<file path="config.mk">
export PLATFORM = sky130hd
export DESIGN_NAME = uart_irq_ctrl
export DESIGN_NICKNAME = d
export VERILOG_FILES = /design/src/rtl/uart_irq_pkg.sv /design/src/rtl/intr_evt_latch.sv /design/src/rtl/intr_msr_delta.sv /design/src/rtl/intr_prio_enc.sv /design/src/rtl/uart_irq_ctrl.sv
export SDC_FILE = /design/constraint.sdc
export NUM_CORES = 1
export LEC_CHECK = 0
export BUFFER_PORTS_ARGS = -buffer_cell sky130_fd_sc_hd__clkbuf_2
export CAP_MARGIN = 20
export CORE_AREA = 2 2 43 45
export CTS_BUF_LIST = sky130_fd_sc_hd__clkbuf_8
export CTS_CLUSTER_SIZE = 28
export DETAILED_ROUTE_END_ITERATION = 10
export DIE_AREA = 0 0 45 47
export PLACE_DENSITY = 0.74
export SLEW_MARGIN = 20
export SYNTH_ARGS = -nofsm -noshare
export SYNTH_HDL_FRONTEND = slang
export SYNTH_SLANG_ARGS = --single-unit
</file>
<file path="constraint.sdc">
create_clock -name clk -period 1.8 [get_ports clk]
set_clock_uncertainty 0.2 [all_clocks]
set_input_delay 0.36 -clock clk [delete_from_list [all_inputs] [get_ports clk]]
set_output_delay 0.36 -clock clk [all_outputs]
set_load 0.01 [all_outputs]
</file>
<file path="src/rtl/uart_irq_pkg.sv">
package uart_irq_pkg;
  localparam int NSRC   = 7;
  localparam int NMODEM = 4;
  localparam int CODE_W = 6;
  localparam int EN_W   = 6;

  typedef enum logic [CODE_W-1:0] {
    CODE_MODEM = 6'h00,
    CODE_NONE  = 6'h01,
    CODE_THR   = 6'h02,
    CODE_RXDAT = 6'h04,
    CODE_LINE  = 6'h06,
    CODE_RXTMO = 6'h0C,
    CODE_XOFF  = 6'h10,
    CODE_FLOW  = 6'h20
  } irq_code_e;

  // pending vector index, 0 = highest priority
  localparam int P_LINE  = 0;
  localparam int P_RXTMO = 1;
  localparam int P_RXDAT = 2;
  localparam int P_THR   = 3;
  localparam int P_MODEM = 4;
  localparam int P_XOFF  = 5;
  localparam int P_FLOW  = 6;

  function automatic irq_code_e code_of(input int idx);
    case (idx)
      P_LINE:  return CODE_LINE;
      P_RXTMO: return CODE_RXTMO;
      P_RXDAT: return CODE_RXDAT;
      P_THR:   return CODE_THR;
      P_MODEM: return CODE_MODEM;
      P_XOFF:  return CODE_XOFF;
      P_FLOW:  return CODE_FLOW;
      default: return CODE_NONE;
    endcase
  endfunction
endpackage

</file>
<file path="src/rtl/intr_evt_latch.sv">
module intr_evt_latch #(
  parameter int W = 3
) (
  input  logic         clk,
  input  logic         rst_n,
  input  logic [W-1:0] set_i,
  input  logic [W-1:0] clr_i,
  output logic [W-1:0] q_o
);
  logic [W-1:0] q_r, q_nxt;
  logic         q_ce;

  always_comb begin
    q_ce  = |(set_i | clr_i);
    q_nxt = (q_r & ~clr_i) | set_i;   // set wins over clear
  end

  always_ff @(posedge clk or negedge rst_n) begin
    if (!rst_n)    q_r <= '0;
    else if (q_ce) q_r <= q_nxt;
  end

  assign q_o = q_r;

  for (genvar i = 0; i < W; i++) begin : g_chk

    evt_set_chk: assert property (@(posedge clk) disable iff (!rst_n)
      set_i[i] |=> q_o[i]);

    evt_clr_chk: assert property (@(posedge clk) disable iff (!rst_n)
      (clr_i[i] && !set_i[i]) |=> !q_o[i]);
  end
endmodule

</file>
<file path="src/rtl/intr_msr_delta.sv">
module intr_msr_delta #(
  parameter int N = 4
) (
  input  logic         clk,
  input  logic         rst_n,
  input  logic [N-1:0] line_i,
  input  logic         rd_i,
  output logic [N-1:0] delta_o
);
  logic [N-1:0] prev_r, delta_r, delta_nxt, chg;
  logic         primed_r;

  always_comb begin
    chg       = primed_r ? (line_i ^ prev_r) : '0;
    delta_nxt = (rd_i ? '0 : delta_r) | chg;
  end

  always_ff @(posedge clk or negedge rst_n) begin
    if (!rst_n) begin
      prev_r   <= '0;
      delta_r  <= '0;
      primed_r <= 1'b0;
    end else begin
      prev_r   <= line_i;
      delta_r  <= delta_nxt;
      primed_r <= 1'b1;
    end
  end

  assign delta_o = delta_r;

  for (genvar i = 0; i < N; i++) begin : g_chk

    delta_set_chk: assert property (@(posedge clk) disable iff (!rst_n)
      (primed_r && line_i[i] != prev_r[i]) |=> delta_o[i]);

    delta_hold_chk: assert property (@(posedge clk) disable iff (!rst_n)
      (!rd_i && line_i[i] == prev_r[i]) |=> delta_o[i] == $past(delta_o[i]));
  end

  delta_rd_chk: assert property (@(posedge clk) disable iff (!rst_n)
    (rd_i && (!primed_r || line_i == prev_r)) |=> delta_o == '0);
endmodule

</file>
<file path="src/rtl/intr_prio_enc.sv">
module intr_prio_enc
  import uart_irq_pkg::*;
#(
  parameter int N = NSRC
) (
  input  logic [N-1:0]      pend_i,
  output logic [N-1:0]      grant_o,
  output logic [CODE_W-1:0] code_o,
  output logic              any_o
);
  always_comb begin
    grant_o = '0;
    code_o  = CODE_NONE;
    for (int i = N - 1; i >= 0; i--) begin
      if (pend_i[i]) begin
        grant_o = '0;
        grant_o[i] = 1'b1;
        code_o  = code_of(i);
      end
    end
    any_o = |grant_o;
  end

  always_comb begin

    grant_onehot_chk: assert ($onehot0(grant_o));

    idle_code_chk: assert ((pend_i == '0) == (code_o == CODE_NONE));
  end
endmodule

</file>
<file path="src/rtl/uart_irq_ctrl.sv">
module uart_irq_ctrl
  import uart_irq_pkg::*;
(
  input  logic              clk,
  input  logic              rst_n,
  input  logic [EN_W-1:0]   irq_en,
  input  logic              irq_gate,
  input  logic              line_err,
  input  logic              rx_trig,
  input  logic              rx_tmo,
  input  logic              thr_empty,
  input  logic              thr_wr,
  input  logic [NMODEM-1:0] modem_in,
  input  logic              msr_rd,
  input  logic              xoff_det,
  input  logic              xon_det,
  input  logic              flow_chg,
  input  logic              isr_rd,
  output logic [CODE_W-1:0] isr_code,
  output logic              irq,
  output logic [NMODEM-1:0] msr_delta
);
  localparam int NEVT = 3;   // thr, xoff, flow

  logic              rs1_r, rs2_r, rst_q;
  logic              thr_prev_r, thr_rise;
  logic [NEVT-1:0]   evt_set, evt_clr, evt_q;
  logic [NSRC-1:0]   pend, grant;
  logic [CODE_W-1:0] code;
  logic              any;

  // reset: asserted asynchronously, released on the clock
  always_ff @(posedge clk or negedge rst_n) begin
    if (!rst_n) begin
      rs1_r <= 1'b0;
      rs2_r <= 1'b0;
    end else begin
      rs1_r <= 1'b1;
      rs2_r <= rs1_r;
    end
  end
  assign rst_q = rs2_r;

  always_ff @(posedge clk or negedge rst_q) begin
    if (!rst_q) thr_prev_r <= 1'b1;
    else        thr_prev_r <= thr_empty;
  end

  always_comb begin
    thr_rise   = thr_empty & ~thr_prev_r;
    evt_set    = {flow_chg, xoff_det, thr_rise};
    evt_clr[0] = thr_wr | (isr_rd & (code == CODE_THR));
    evt_clr[1] = xon_det;
    evt_clr[2] = isr_rd & (code == CODE_FLOW);
  end

  intr_evt_latch #(.W(NEVT)) u_evt (
    .clk(clk), .rst_n(rst_q), .set_i(evt_set), .clr_i(evt_clr), .q_o(evt_q)
  );

  intr_msr_delta #(.N(NMODEM)) u_msr (
    .clk(clk), .rst_n(rst_q), .line_i(modem_in), .rd_i(msr_rd), .delta_o(msr_delta)
  );

  always_comb begin
    pend          = '0;
    pend[P_LINE]  = line_err  & irq_en[2];
    pend[P_RXTMO] = rx_tmo    & irq_en[0];
    pend[P_RXDAT] = rx_trig   & irq_en[0];
    pend[P_THR]   = evt_q[0]  & irq_en[1];
    pend[P_MODEM] = |msr_delta & irq_en[3];
    pend[P_XOFF]  = evt_q[1]  & irq_en[4];
    pend[P_FLOW]  = evt_q[2]  & irq_en[5];
  end

  intr_prio_enc #(.N(NSRC)) u_enc (
    .pend_i(pend), .grant_o(grant), .code_o(code), .any_o(any)
  );

  assign isr_code = code;
  assign irq      = irq_gate & any;


  irq_code_chk: assert property (@(posedge clk) disable iff (!rst_q)
    irq |-> isr_code[0] == 1'b0);

  line_top_chk: assert property (@(posedge clk) disable iff (!rst_q)
    (line_err && irq_en[2]) |-> isr_code == CODE_LINE);

  xon_clr_chk: assert property (@(posedge clk) disable iff (!rst_q)
    (xon_det && !xoff_det) |=> isr_code != CODE_XOFF);

  thr_rd_chk: assert property (@(posedge clk) disable iff (!rst_q)
    (isr_rd && isr_code == CODE_THR && !thr_rise) |=> isr_code != CODE_THR);
endmodule

</file>
Word-level counts from Yosys, hierarchy flattened
Cells that the tools add are included.
Widths: inputs -> output; s select.
{"block": "totals", "regBits": 15, "input_bits": 23, "out_inout_bits": 11, "elab_cells": 47}
{"block": "op_classes", "n_eq_ne": 2, "mux": 16, "n_bitwise": 19, "reduce_logical": 3}
{"op": "$mux 7", "n": 7}
{"op": "$mux 6", "n": 7}
{"op": "$and 1x1->1", "n": 11}
{"op": "$mux 4", "n": 2}
{"op": "$reduce_or 7->1", "n": 1}
{"op": "$eq 6x2->1 const B", "n": 1}
{"op": "$eq 6x6->1 const B", "n": 1}
{"op": "$or 3x3->3", "n": 2}
{"op": "$or 4x4->4", "n": 1}
{"op": "$reduce_or 4->1", "n": 1}
{"op": "$xor 4x4->4", "n": 1}
{"op": "$and 3x3->3", "n": 1}
{"op": "$not 3->3", "n": 1}
{"op": "$reduce_or 3->1", "n": 1}
{"op": "$not 1->1", "n": 1}
{"op": "$or 1x1->1", "n": 1}

Depth between registers and ports, before layout
{"block": "depth", "ltp_word": 14, "ltp_mapped": 3, "mapped_depth_nobuf": 3}

Hierarchy
From an unflattened synthesis, not the netlist that was laid out.
{"block": "hier_totals", "hier_cells": 64, "hier_area_um2": 728.2}
{"module": "intr_msr_delta", "instances": 1, "cells_each": 19, "area_each_um2": 302.8, "seq_area_each_um2": 225.2}
{"module": "uart_irq_ctrl", "instances": 1, "cells_each": 18, "area_each_um2": 181.4, "seq_area_each_um2": 76.3}
{"module": "intr_prio_enc", "instances": 1, "cells_each": 18, "area_each_um2": 135.1, "seq_area_each_um2": 0.0}
{"module": "intr_evt_latch", "instances": 1, "cells_each": 9, "area_each_um2": 108.9, "seq_area_each_um2": 75.1}

Worst setup path before layout
Ideal clock, no wire load.
{"block": "synth_timing", "path_kind": "reg-to-output", "startpoint": "register u_msr.delta_r[3], in the netlist u_msr.delta_o[3]", "endpoint": "output irq", "arrival_ns": 1.294, "required_time_ns": 1.240, "setup_slack_ns": -0.054, "stages_incl_launch_ff": 4, "path_buffers": 0, "cell_sequence": "dfrtp_1 o41ai_2 nand3_2 o31a_2"}
{"block": "synth_between", "elab_chain_cells": 9}
{"element": "from (decl)", "line": "intr_msr_delta.sv:10", "source": "logic [N-1:0] prev_r, delta_r, delta_nxt, chg;"}
{"element": "from (signal assigned)", "line": "intr_msr_delta.sv:25", "source": "delta_r <= delta_nxt;"}
{"element": "$reduce_or 4->1", "line": "uart_irq_ctrl.sv:71", "source": "pend[P_MODEM] = |msr_delta & irq_en[3];"}
{"element": "$and 1x1->1", "line": "uart_irq_ctrl.sv:71"}
{"element": "$mux 7 (5 in series)", "line": "intr_prio_enc.sv:15", "source": "if (pend_i[i]) begin"}
{"element": "$reduce_or 7->1", "line": "intr_prio_enc.sv:21", "source": "any_o = |grant_o;"}
{"element": "$and 1x1->1", "line": "uart_irq_ctrl.sv:81", "source": "assign irq = irq_gate & any;"}
{"element": "to (decl)", "line": "uart_irq_ctrl.sv:20", "source": "output logic irq,"}
No other way between the ends.

Final worst setup path
Same ends and word-level chain as after synthesis.

==> key figures <==
Logic synthesis
  – Flops & latches, synth: 15
  – Synthesized area: 624 µm²
  – Count leader, synth: dfrtp_1
  – Synth cell count leaders: 14 x dfrtp_1, 11 x nand2_1, 7 x inv_1
  – Post-synthesis sequential area ratio: 60.3%
  – Yosys cell types: 21
  – Post-synth ARST share: 100%
  – Main synth FF type: dfrtp_1
  – Post-synth top area share: 56.1%
  – EDFF count, synth: 0
  – Syn avg cell area: 11.0 µm²
  – Top cells by area, synth: dfrtp_1 56%, nand2_1 6.6%, xor2_1 5.6%, dfstp_2 4.2%, inv_1 4.2%
  – Leading area contributor after synthesis: dfrtp_1
  – Synth Instances: 57
  – YS warnings: 0

Critical path
  – Worst path required time: 1240 ps
  – Crit end category: output port
  – Crit-path slowest cell: dfrtp_1
  – Crit path largest cell delay: 390 ps
  – Largest delay share family, worst path: compound AO/OA/AOI/OAI gates
  – Worst Path Arrival: 1630 ps
  – Worst path cell trace: o41ai_2 > nand3_2 > o31a_2 > clkbuf_2
  – Crit Path Max Fanout: 5
  – CP startpoint kind: register
  – CP Buf/Inv Count: 1
  – Setup CP Type: reg2out

STA
  – Min Hold Slack: -6.71 ps
  – Period utilization: 121%
  – Pins Over Slew Limit: 0
  – Max frequency: 457 MHz
  – RSZ-0062 raised after global routing: true
  – Final critical-path required period: 2190 ps
  – Setup TNS: -1290 ps
  – Setup ws final: -386 ps
  – Final setup viols: 4
  – Final hold viol count: 12

Route
  – Routed wire per std cell: 10.1 µm
  – Starting DRC count in detailed routing: 2
  – Residual DRC: 0
  – Vias per Instance: 4.75
  – Wirelength, routed: 1210 µm
  – DRT antenna net count: 0
  – DR vias: 570
  – First drt pass iteration count: 4

Cells and area
  – # diodes: 0
  – Synth-to-layout area growth: 48.5%
  – Share of layout cells above drive strength 1: 47.6%
  – Post-layout nets: 127
  – Fill count: 154
  – Storage element area: 377 µm²
  – Footprint of the multi-input gates: 230 µm²
  – Design Area, Final: 927 µm²
  – Non-Filler Instances: 120

Placed design
  – I/O Buffers: 33
  – Area after DPL: 865 µm²
  – Gp weighted congestion: 0.822
  – Inst Count DP: 114
  – Dpl hpwl: 1020 µm

Global route
  – Initial antenna violation count: 0
  – Remaining Overflow, GRT: 0
  – First-pass GRT wire length: 1750 µm
  – Vias in the first global route: 476
  – Total track usage: 12.3%
  – Pin count of the biggest net entering global routing: 14

Clock network
  – Htree depth: 1
  – Clock transition at path regs: 60 ps
  – Max Root-Sink Buffers: 2
  – Root Driver: clkbuf_8
  – CTS Buf Count: 3
  – Worst skew pair latency: 250 ps
  – Sink Count: 15
  – CTS tree: done

Worst hold path
  – Hold Path Class: reg2async

Pwr
  – P per Cell Area: 843 nW/µm²
  – Maximum VDD drop: 0.000630 V
  – Leak: 0.511 nW

Status
  – Failing checks: negative hold slack, negative setup slack
  – Status: finished, violations left

Run
  – Maxcap violations: 0

Die
  – Die H: 47 µm
  – Die width: 45 µm
  – Core area: 1650 µm²
  – Std cell rows: 15
  – I/O Pins: 34
  – Initial Utilization: 37.8%
  – Die footprint: 2120 µm²
per-layer routing:
| metal | wire [µm] | vias to the layer above | GRT usage [%] |
|---|---|---|---|
| li1 | - | 280 | - |
| met5 | 0 | - | 0 |
| met3 | 76 | 7 | 3.08 |
| met1 | 458 | 263 | 13.4 |
| met4 | 46 | 0 | 14.1 |
| met2 | 628 | 20 | 18.6 |
registers in the layout, indices dropped and copies added, names as in the netlist:
register	count
u_msr.delta_o	4
u_msr.prev_r	4
u_evt.q_o	3
rs1_r	1
rs2_r	1
thr_prev_r	1
u_msr.primed_r	1
placed cells by master, fill, tap and decap left out, drive strengths merged:
cell and instances:
clkbuf 35, dfrtp 14, nand2 11, inv 8, buf 8, o21ai 5, xor2 4, nor3 2
conb 2, nand3 2, o41ai 1, and2 1, nor3b 1, and3 1, o31a 1, nand4 1
a32o 1, a21o 1, nand3b 1, o32a 1, dlygate4sd3 1, dfstp 1
kinds of logic (layout without fill, tap and decap cells):
logic type	after synthesis	after routing	share of synthesized area (%)
buffers and inverters	7	52	4.21
DFF	15	15	60.3
other	1	2	0.601
AOI/OAI and AO/OA	10	10	13.2
xor gates and xnor gates	4	4	5.61
and+or+nand+nor	20	20	16.0
layout make-up:
type                       instances  area share, %
multi-input combinational         36           24.8
clock inverter                     1          0.405
inverter                           7           2.83
clock buffer                       3           4.45
sequential                        15           40.6
timing repair buffer              41           24.6
tap                               17           2.29
per-stage QoR:
stage / hold slack (ps) / worst slack, ps / util, % / total power [mW]
2_1_floorplan: -136 / -19.1 / - / 0.442
3_3_place_gp: -54.1 / -80.8 / 52.3 / 0.519
3_5_place_dp: -51.6 / -145 / 52.3 / 0.523
4_1_cts: 7.97 / -412 / 56.1 / 0.794
5_1_grt: 10.1 / -493 / 56.1 / 0.822
6_report: -6.71 / -386 / 56.1 / 0.782
repair_timing:
item / CTS / global route
hold endpoints to repair: 2 / 0
hold buffers: 1 / 0
gates resized for setup: 0 / 1
pin swaps: 3 / 1
setup buffers: 1 / 0
endpoints found under the setup margin: 4 / 4
path summary, 6_finish.rpt:
kind,from,endpoint,slack (ps),cells past startpoint
setup / recovery,u_msr.delta_o[3],irq,-390,4
hold / removal,rs2_r,u_msr.prev_r[0],-7,0
setup reg to reg,u_msr.delta_o[3],u_evt.q_o[2],180,3
hold reg to reg,rs2_r,u_msr.prev_r[0],-7,0
max in group asynchronous,rs2_r,thr_prev_r,1060,0
min in group clk,thr_empty,thr_prev_r,10,1
report_power, final:
group,switching (mW),internal [mW],leakage (nW),total (mW)
clock,0.110,0.151,0.0269,0.261
sequential,0.0195,0.363,0.173,0.382
combinational,0.0636,0.0751,0.311,0.139
No activity file was read; power rests on OpenSTA's default activity.
